`config.mk`:
```
export PLATFORM = sky130hd
export DESIGN_NAME = adc_trig_ctrl
export DESIGN_NICKNAME = d
export VERILOG_FILES = /design/src/rtl/adc_trig_pkg.sv /design/src/rtl/adc_trig_sel.sv /design/src/rtl/adc_conv_timer.sv /design/src/rtl/adc_result_bank.sv /design/src/rtl/adc_trig_ctrl.sv
export SDC_FILE = /design/constraint.sdc
export NUM_CORES = 1
export LEC_CHECK = 0
export ABC_CLOCK_PERIOD_IN_PS = 6000
export BUFFER_PORTS_ARGS = -buffer_cell sky130_fd_sc_hd__buf_2
export CORE_MARGIN = 2
export CORE_UTILIZATION = 54
export DETAILED_ROUTE_END_ITERATION = 8
export GPL_TIMING_DRIVEN = 0
export PLACE_DENSITY = 0.83
export SLEW_MARGIN = 20
export SYNTH_ARGS = -nofsm -noshare
export SYNTH_HDL_FRONTEND = slang
export SYNTH_SLANG_ARGS = --single-unit
```
`constraint.sdc`:
```
create_clock -name clk_i -period 6 [get_ports clk_i]
set_input_delay 1.8 -clock clk_i [delete_from_list [all_inputs] [get_ports clk_i]]
set_output_delay 1.8 -clock clk_i [all_outputs]
set_load 0.005 [all_outputs]
```
`src/rtl/adc_trig_pkg.sv`:
```
package adc_trig_pkg;

  typedef enum logic [1:0] {
    TRG_SW  = 2'd0,
    TRG_EXT = 2'd1,
    TRG_TMR = 2'd2
  } trg_mode_e;

  function automatic trg_mode_e decode_trg(input logic sel_a, input logic sel_b);
    if (!sel_a)      return TRG_SW;
    else if (!sel_b) return TRG_EXT;
    else             return TRG_TMR;
  endfunction

endpackage

```
`src/rtl/adc_trig_sel.sv`:
```
module adc_trig_sel
  import adc_trig_pkg::*;
(
  input  logic clk_i,
  input  logic rst_ni,
  input  logic start_i,
  input  logic sel_a_i,
  input  logic sel_b_i,
  input  logic ext_trg_i,
  input  logic tmr_pulse_i,
  output logic start_evt_o
);

  logic [1:0] sync_q;
  logic       prev_q;
  logic       start_q;
  logic       ext_fall;
  trg_mode_e  mode;

  always_ff @(posedge clk_i or negedge rst_ni) begin
    if (!rst_ni) begin
      sync_q  <= 2'b11;
      prev_q  <= 1'b1;
      start_q <= 1'b0;
    end else begin
      sync_q  <= {sync_q[0], ext_trg_i};
      prev_q  <= sync_q[1];
      start_q <= start_i;
    end
  end

  assign ext_fall = prev_q & ~sync_q[1];
  assign mode     = decode_trg(sel_a_i, sel_b_i);

  always_comb begin
    unique case (mode)
      TRG_EXT: start_evt_o = start_i & ext_fall;
      TRG_TMR: start_evt_o = start_i & tmr_pulse_i;
      default: start_evt_o = start_i & ~start_q;
    endcase
  end


  evt_needs_start_chk: assert property (@(posedge clk_i) disable iff (!rst_ni)
    start_evt_o |-> start_i);


  ext_sync_chk: assert property (@(posedge clk_i) disable iff (!rst_ni)
    (start_evt_o && mode == TRG_EXT) |-> ($past(sync_q[0]) == 1'b0));

endmodule

```
`src/rtl/adc_conv_timer.sv`:
```
module adc_conv_timer #(
  parameter int LEN_SH8  = 28,
  parameter int LEN_SH10 = 33,
  parameter int LEN_NS8  = 49,
  parameter int LEN_NS10 = 59,
  parameter int CNT_W    = 6
) (
  input  logic clk_i,
  input  logic rst_ni,
  input  logic start_i,
  input  logic start_evt_i,
  input  logic res10_i,
  input  logic sh_en_i,
  output logic busy_o,
  output logic done_o,
  output logic fin_o
);

  logic [CNT_W-1:0] cnt_q;
  logic [CNT_W-1:0] len_q;
  logic [CNT_W-1:0] len_sel;
  logic             busy_q;
  logic             done_q;
  logic             last;

  always_comb begin
    unique case ({sh_en_i, res10_i})
      2'b11:   len_sel = CNT_W'(LEN_SH10);
      2'b10:   len_sel = CNT_W'(LEN_SH8);
      2'b01:   len_sel = CNT_W'(LEN_NS10);
      default: len_sel = CNT_W'(LEN_NS8);
    endcase
  end

  assign last  = busy_q && (cnt_q == len_q - CNT_W'(1));
  // a new trigger on the final edge wins over completion
  assign fin_o = last && start_i && !start_evt_i;

  always_ff @(posedge clk_i or negedge rst_ni) begin
    if (!rst_ni) begin
      cnt_q  <= '0;
      len_q  <= CNT_W'(LEN_NS8);
      busy_q <= 1'b0;
      done_q <= 1'b0;
    end else begin
      done_q <= 1'b0;
      if (!start_i) begin
        busy_q <= 1'b0;
      end else if (start_evt_i) begin
        busy_q <= 1'b1;
        cnt_q  <= '0;
        len_q  <= len_sel;
      end else if (busy_q) begin
        if (last) begin
          busy_q <= 1'b0;
          done_q <= 1'b1;
        end else begin
          cnt_q <= cnt_q + CNT_W'(1);
        end
      end
    end
  end

  assign busy_o = busy_q;
  assign done_o = done_q;


  cnt_bound_chk: assert property (@(posedge clk_i) disable iff (!rst_ni)
    busy_q |-> (cnt_q < len_q));


  abort_chk: assert property (@(posedge clk_i) disable iff (!rst_ni)
    !start_i |=> (!busy_q && !done_q));


  done_pulse_chk: assert property (@(posedge clk_i) disable iff (!rst_ni)
    done_q |-> (!busy_q && $past(busy_q)) ##1 !done_q);

endmodule

```
`src/rtl/adc_result_bank.sv`:
```
module adc_result_bank #(
  parameter int NUM_RES = 8,
  parameter int SMP_W   = 10,
  parameter int RES_W   = 16,
  parameter int LO_W    = 8,
  parameter int CH_W    = $clog2(NUM_RES)
) (
  input  logic                            clk_i,
  input  logic                            rst_ni,
  input  logic                            wr_i,
  input  logic [SMP_W-1:0]                sample_i,
  input  logic                            res10_i,
  input  logic                            dma_i,
  input  logic [CH_W-1:0]                 chan_i,
  output logic [NUM_RES-1:0][RES_W-1:0]   res_o,
  output logic                            dma_req_o
);

  logic [NUM_RES-1:0][RES_W-1:0] res_q;
  logic [RES_W-1:0]              data;
  logic [CH_W-1:0]               idx;
  logic                          req_q;

  assign idx  = dma_i ? '0 : chan_i;
  assign data = res10_i ? RES_W'(sample_i) : RES_W'(sample_i[SMP_W-1 -: LO_W]);

  for (genvar g = 0; g < NUM_RES; g++) begin : g_reg
    always_ff @(posedge clk_i or negedge rst_ni) begin
      if (!rst_ni)                         res_q[g] <= '0;
      else if (wr_i && idx == CH_W'(g))    res_q[g] <= data;
    end


    narrow_zero_chk: assert property (@(posedge clk_i) disable iff (!rst_ni)
      (wr_i && !res10_i && idx == CH_W'(g)) |=> (res_q[g][RES_W-1:LO_W] == '0));

    if (g != 0) begin : g_dma

      dma_skip_chk: assert property (@(posedge clk_i) disable iff (!rst_ni)
        (wr_i && dma_i) |=> $stable(res_q[g]));
    end
  end

  always_ff @(posedge clk_i or negedge rst_ni) begin
    if (!rst_ni) req_q <= 1'b0;
    else         req_q <= wr_i & dma_i;
  end

  assign res_o     = res_q;
  assign dma_req_o = req_q;

endmodule

```
`src/rtl/adc_trig_ctrl.sv`:
```
module adc_trig_ctrl #(
  parameter int NUM_RES  = 8,
  parameter int SMP_W    = 10,
  parameter int RES_W    = 16,
  parameter int LO_W     = 8,
  parameter int LEN_SH8  = 28,
  parameter int LEN_SH10 = 33,
  parameter int LEN_NS8  = 49,
  parameter int LEN_NS10 = 59
) (
  input  logic                          clk_i,
  input  logic                          rst_ni,
  input  logic                          start_i,
  input  logic                          trg_sel_a_i,
  input  logic                          trg_sel_b_i,
  input  logic                          ext_trg_i,
  input  logic                          tmr_pulse_i,
  input  logic                          res10_i,
  input  logic                          sh_en_i,
  input  logic                          dma_en_i,
  input  logic [$clog2(NUM_RES)-1:0]    chan_i,
  input  logic [SMP_W-1:0]              sample_i,
  output logic                          busy_o,
  output logic                          done_o,
  output logic                          dma_req_o,
  output logic                          dma_w16_o,
  output logic [NUM_RES-1:0][RES_W-1:0] res_o
);

  localparam int CH_W  = $clog2(NUM_RES);
  localparam int MAX_A = (LEN_SH8 > LEN_SH10) ? LEN_SH8 : LEN_SH10;
  localparam int MAX_B = (LEN_NS8 > LEN_NS10) ? LEN_NS8 : LEN_NS10;
  localparam int LMAX  = (MAX_A > MAX_B) ? MAX_A : MAX_B;
  localparam int CNT_W = $clog2(LMAX + 1);

  logic            start_evt;
  logic            fin;
  logic            res10_q, dma_q;
  logic [CH_W-1:0] chan_q;

  adc_trig_sel i_sel (
    .clk_i       (clk_i),
    .rst_ni      (rst_ni),
    .start_i     (start_i),
    .sel_a_i     (trg_sel_a_i),
    .sel_b_i     (trg_sel_b_i),
    .ext_trg_i   (ext_trg_i),
    .tmr_pulse_i (tmr_pulse_i),
    .start_evt_o (start_evt)
  );

  // conversion settings captured at start
  always_ff @(posedge clk_i or negedge rst_ni) begin
    if (!rst_ni) begin
      res10_q <= 1'b0;
      dma_q   <= 1'b0;
      chan_q  <= '0;
    end else if (start_evt) begin
      res10_q <= res10_i;
      dma_q   <= dma_en_i;
      chan_q  <= chan_i;
    end
  end

  adc_conv_timer #(
    .LEN_SH8  (LEN_SH8),
    .LEN_SH10 (LEN_SH10),
    .LEN_NS8  (LEN_NS8),
    .LEN_NS10 (LEN_NS10),
    .CNT_W    (CNT_W)
  ) i_timer (
    .clk_i       (clk_i),
    .rst_ni      (rst_ni),
    .start_i     (start_i),
    .start_evt_i (start_evt),
    .res10_i     (res10_i),
    .sh_en_i     (sh_en_i),
    .busy_o      (busy_o),
    .done_o      (done_o),
    .fin_o       (fin)
  );

  adc_result_bank #(
    .NUM_RES (NUM_RES),
    .SMP_W   (SMP_W),
    .RES_W   (RES_W),
    .LO_W    (LO_W),
    .CH_W    (CH_W)
  ) i_bank (
    .clk_i     (clk_i),
    .rst_ni    (rst_ni),
    .wr_i      (fin),
    .sample_i  (sample_i),
    .res10_i   (res10_q),
    .dma_i     (dma_q),
    .chan_i    (chan_q),
    .res_o     (res_o),
    .dma_req_o (dma_req_o)
  );

  assign dma_w16_o = res10_q;


  dma_req_align_chk: assert property (@(posedge clk_i) disable iff (!rst_ni)
    dma_req_o |-> done_o);


  restart_no_done_chk: assert property (@(posedge clk_i) disable iff (!rst_ni)
    (busy_o && start_evt) |=> (busy_o && !done_o));

endmodule

```
=== Word level (Yosys, flattened, before mapping) ===
Cells that the tools add are included.

* Register bits: 152
* Output and inout bits: 132
* Input port bits: 23
* Logic and storage cells: 75

* Bitwise gates (word level): 7
* Muxes and demuxes: 17
* $add $sub $neg: 2
* Equality and inequality tests: 14
* Reductions and logical operators: 16

{| class="wikitable"
|+ Operators with widths
! operator !! number
|-
| two-way mux 6 bit || 3
|-
| case mux 6 bit (3 select lines) || 1
|-
| equality test 3 bit, second input constant || 4
|-
| logical AND 1 bit || 11
|-
| two-way mux 10 bit || 1
|-
| two-way mux 1 bit || 8
|-
| adder 6 x 1 -> 6 bit, second input constant || 1
|-
| equality test 2 bit, second input constant || 3
|-
| equality test 3 x 2 -> 1 bit, second input constant || 2
|-
| equality test 6 bit || 1
|-
| subtractor 6 x 1 -> 6 bit, second input constant || 1
|-
| AND 1 bit || 5
|-
| equality test 2 x 1 -> 1 bit, second input constant || 2
|-
| two-way mux 2 bit || 2
|-
| equality test 3 x 1 -> 1 bit, second input constant || 1
|-
| zero test 3 bit || 1
|-
| two-way mux 3 bit || 1
|-
| AND reduction 3 bit || 1
|-
| != test 2 x 1 -> 1 bit, second input constant || 1
|-
| inverter 1 bit || 2
|-
| case mux 1 bit (2 select lines) || 1
|-
| AND reduction 2 bit || 1
|-
| nonzero test 2 bit || 1
|-
| zero test 1 bit || 1
|}

=== Depth between registers and ports, before layout ===
* Depth after elaboration: 7
* Gate-level depth with buffers: 8
* Gate-level depth less buffers: 7

=== Cells and area by module ===
Synthesis repeated with hierarchy kept, for this count alone.

* Cell total of the unflattened synthesis: 343
* Area total of the unflattened synthesis: 4762.1 um^2

{| class="wikitable"
|+ By module, submodules not included
! module !! cells each !! instances !! area each (um^2) !! seq. area each (um^2)
|-
| adc_result_bank || 242 || 1 || 3599.7 || 2026.9
|-
| adc_conv_timer || 82 || 1 || 839.6 || 327.8
|-
| adc_trig_ctrl || 10 || 1 || 181.4 || 125.1
|-
| adc_trig_sel || 9 || 1 || 141.4 || 103.8
|}

=== Least setup slack after synthesis ===
No wires, ideal clock.

* Path type: input port to flip-flop
* From: in trg_sel_b_i
* To: reg i_bank.res_q (netlist bit i_bank.res_o[64])
* Required time: 5875 ps
* Buffers on the path: 2
* Setup slack: 2189 ps
* Library setup time: 125 ps
* Arrival time: 3686 ps
* Stages on the path: 8
* Path through: or3b_2 > a31o_2 > clkbuf_1 > nand3_1 > nor3_4 > nand4b_1 > clkbuf_1 > mux2_2

* Longest elaborated chain between the ends: 7
* Elaborated cells between the ends (all ways): 8
* Those cells by class: eq/ne: 2; mux: 3; reduce/logical: 3

{| class="wikitable"
|+ RTL lines
! element !! line !! RTL
|-
| start: declaration || adc_trig_ctrl.sv:15 || <nowiki>input logic trg_sel_b_i,</nowiki>
|-
| two-way mux 2 bit (*) || adc_trig_pkg.sv:11 || <nowiki>else if (!sel_b) return TRG_EXT;</nowiki>
|-
| two-way mux 2 bit (*) || adc_trig_pkg.sv:10 || <nowiki>if (!sel_a) return TRG_SW;</nowiki>
|-
| equality test 2 bit / equality test 2 x 1 -> 1 bit (equally long branches) || adc_trig_sel.sv:36 || <nowiki>unique case (mode)</nowiki>
|-
| case mux 1 bit (2 select lines) (*) || adc_trig_sel.sv:36 ||
|-
| zero test 1 bit (*) || adc_conv_timer.sv:37 || <nowiki>assign fin_o = last && start_i && !start_evt_i;</nowiki>
|-
| logical AND 1 bit (*) || adc_conv_timer.sv:37 ||
|-
| logical AND 1 bit (*) || adc_result_bank.sv:30 || <nowiki>else if (wr_i && idx == CH_W'(g)) res_q[g] <= data;</nowiki>
|-
| end signal: indexed assignment || adc_result_bank.sv:30 ||
|-
| end: declaration || adc_result_bank.sv:19 || <nowiki>logic [NUM_RES-1:0][RES_W-1:0] res_q;</nowiki>
|}

Mark *: on every way between the ends. The rest lies on a longest branch, timed or not.
A chain may end at the register's enable or synchronous reset.

=== Worst setup path in the final report ===
* From: in trg_sel_b_i
* To: reg i_bank.res_q (netlist bit i_bank.res_o[116])

The elaborated chain is that of the path after synthesis.

==> summary.md <==
| Metric | Value |
|---|---|
| Setup crit start kind | `input port` |
| Wire length of the first global-routing pass | `16100 µm` |
| RSZ-0062 raised after global routing | `no` |
| Vias per cell | `4.99` |
| Final clock skew | `0.0115 ns` |
| Commonest non-fill, non-tap cell in the layout | `buf_2` |
| Fin. Hold Viols | `0` |
| DIE AREA | `9360 µm²` |
| Detailed Place HPWL | `7340 µm` |
| Critical Path Max Stage Delay | `0.69 ns` |
| Post-placement cell count | `606` |
| Final ANT Viol Nets | `0` |
| Worst-path maximum fanout | `10` |
| Arr. time, crit path | `4.16 ns` |
| Final Max Tran Viols | `0` |
| DRC viols | `0` |
| DR vias | `3105` |
| Nets | `541` |
| WL per Instance | `16.2 µm` |
| Crit path time final | `3.90 ns` |
| Num CTS Buffers | `9` |
| Clk_lat worst skew | `0.37 ns` |
| Seq/Total Area, Yosys | `55.6%` |
| Synth unique cells | `44` |
| GRT Total Usage | `22.0%` |
| Power Total | `1.37 mW` |
| Post-CTS Repair Setup Buffers | `0` |
| Yosys warning count | `0` |
| Outcome | `completed` |
| PortBufs | `106` |
| Lkg Pwr | `3.31 nW` |
| Num rows | `33` |
| Max Freq | `0.256 GHz` |
| Register bit count reported by yosys | `103` |
| CP max stage cell | `nand4_1` |
| Number of flops mapped to enable cells by yosys | `0` |
| Synth Flop Type | `dfrtp_1` |
| Clock-pin slew on the worst setup and hold paths | `0.10 ns` |
| Core region area | `8260 µm²` |
| Delay-heaviest family, CP | `simple AND/OR/NAND/NOR gates` |
| Layout cell share with drive strength beyond 1 | `51.6%` |
| DRT iter0 DRCs | `78` |
| Placed cell area | `5520 µm²` |
| Setup crit end kind | `flop` |
| Post-layout util | `68.9%` |
| Routability congestion estimate | `0.859` |
| CP required | `6.26 ns` |
| Ant diodes | `0` |
| Area of the mapped netlist | `4640 µm²` |
| Crit share post-route | `65.0%` |
| Grt total ovfl | `0` |
| FFs w/ async S/R, synth | `100%` |
| Clk sinks | `103` |
| DRT Pass-1 Iters | `4` |
| Die Ht | `96.7 µm` |
| Worst-Margin Slew | `0.785 ns` |
| Die W | `96.7 µm` |
| Power per cell area | `241 nW/µm²` |
| Maximum VDD drop | `192 µV` |
| Non-filler cells in the finished layout | `622` |
| Finish-stage setup viols | `0` |
| Met3 GRT Util | `7.23%` |
| Post-Synthesis Cells | `347` |
| Clock root buffer | `clkbuf_8` |
| # H-tree levels | `3` |
| Setup ws final | `2.10 ns` |
| Hold buffer count at CTS | `0` |
| Initial antenna violation count | `0` |
| IO Count | `155` |
| Post-Place Setup Slack | `1.71 ns` |
| Resize count post-CTS | `0` |
| Vias in the first global route | `3114` |
| Critical path buffer and inverter count | `2` |
| Hold/Removal Path Class | `reg2reg` |
| Wirelength, routed | `10100 µm` |
| TritonCTS clock tree | `yes` |
| Most frequent cells in the layout | `107 x buf_2, 98 x dfrtp_1, 84 x mux2_2` |
| Busiest grt layer | `met2` |
| Hold slack | `0.360 ns` |
| Met1 Usage GRT | `26.3%` |
| Pin count of the biggest net entering global routing | `73` |
| Met2 global-route usage | `37.1%` |
| Final instance area | `5690 µm²` |
| Clock buffer depth | `2` |
| Area Overhead vs Synth | `22.6%` |
| Initial core utilization | `56.2%` |
| Setup_tns | `0 ns` |
| Worst-path cell chain | `buf_2 -> or3b_2 -> a31o_2 -> clkbuf_1 -> nand3_1 -> nor3_4 -> nand4_1 -> mux2_2` |
| Synthesized area per cell | `13.4 µm²` |
| Max_cap viols | `0` |
| Headroom to the max-slew limit | `47.5%` |
| Kind of critical path | `in2reg` |
## cell usage after synthesis, types with 2 or more instances
library cell	n	share of area (%)
mux2_1	10	2.4
nand2_1	8	0.65
o211a_1	2	0.43
nor2_1	3	0.24
or3_1	2	0.27
and2_1	3	0.40
xor2_1	3	0.57
nand3_1	5	0.54
o21ai_0	7	0.75
o21a_1	2	0.32
inv_1	9	0.73
buf_4	48	7.8
buf_2	2	0.22
ha_1	6	1.6
mux2_2	84	20
a211o_1	3	0.57
nor4_1	4	0.54
nor2b_1	4	0.54
nor3_1	3	0.32
nand4_1	5	0.67
clkbuf_1	9	0.73
dfrtp_1	98	53
dfstp_2	5	2.8
xnor2_1	2	0.38
## report_power, final
part | switching [mW] | total [mW] | internal (mW) | leakage, nW
clock network | 0.246 | 0.402 | 0.155 | 0.0908
registers | 0.0316 | 0.762 | 0.730 | 1.40
logic | 0.110 | 0.207 | 0.0973 | 1.82
## state kept, by name, summed over array words and instances, names as in the netlist
register,count
i_timer.done_o,1
i_timer.busy_o,1
i_timer.len_q,5
i_bank.dma_req_o,1
i_sel.prev_q,1
dma_w16_o,1
chan_q,3
dma_q,1
i_timer.cnt_q,6
i_bank.res_o,80
i_sel.sync_q,2
i_sel.start_q,1
## path summary, 6_finish.rpt
kind | from | end | slack [ns] | cells past startpoint
min | i_sel.sync_q[0] | i_sel.sync_q[1] | 0.36 | 0
max | trg_sel_b_i | i_bank.res_o[116] | 2.10 | 8
max reg2reg | i_timer.len_q[0] | i_bank.res_o[116] | 2.79 | 7
min reg2reg | i_sel.sync_q[0] | i_sel.sync_q[1] | 0.36 | 0
max in group asynchronous | rst_ni | i_sel.prev_q | 4.04 | 2
min in group asynchronous | rst_ni | i_bank.res_o[16] | 1.30 | 1
## per-layer routing
layer	share of wire, %	wire (µm)
met2	49	4930
met3	8.5	852
met1	41	4080
met5	0	0
met4	2.1	212
## layout make-up
type | instances | area [µm²]
clock inverters | 7 | 52.6
multi-input cells | 221 | 1790
well taps | 105 | 131
repair buffers | 107 | 564
plain buffers | 60 | 408
clock buffers | 9 | 124
flip-flops and latches | 103 | 2580
inverters | 10 | 37.5
fillers | 623 | 2570
## logic make-up after synthesis
family	synth area share, %
other	0.0808
AND/OR/NAND/NOR	5.93
AO/OA/AOI/OAI	3.40
adder cells (fa/ha/maj)	1.62
buffers and inverters	9.59
multiplexers	22.8
flip-flops	55.6
XOR/XNOR	0.943
(Power assumes the default switching activity.)
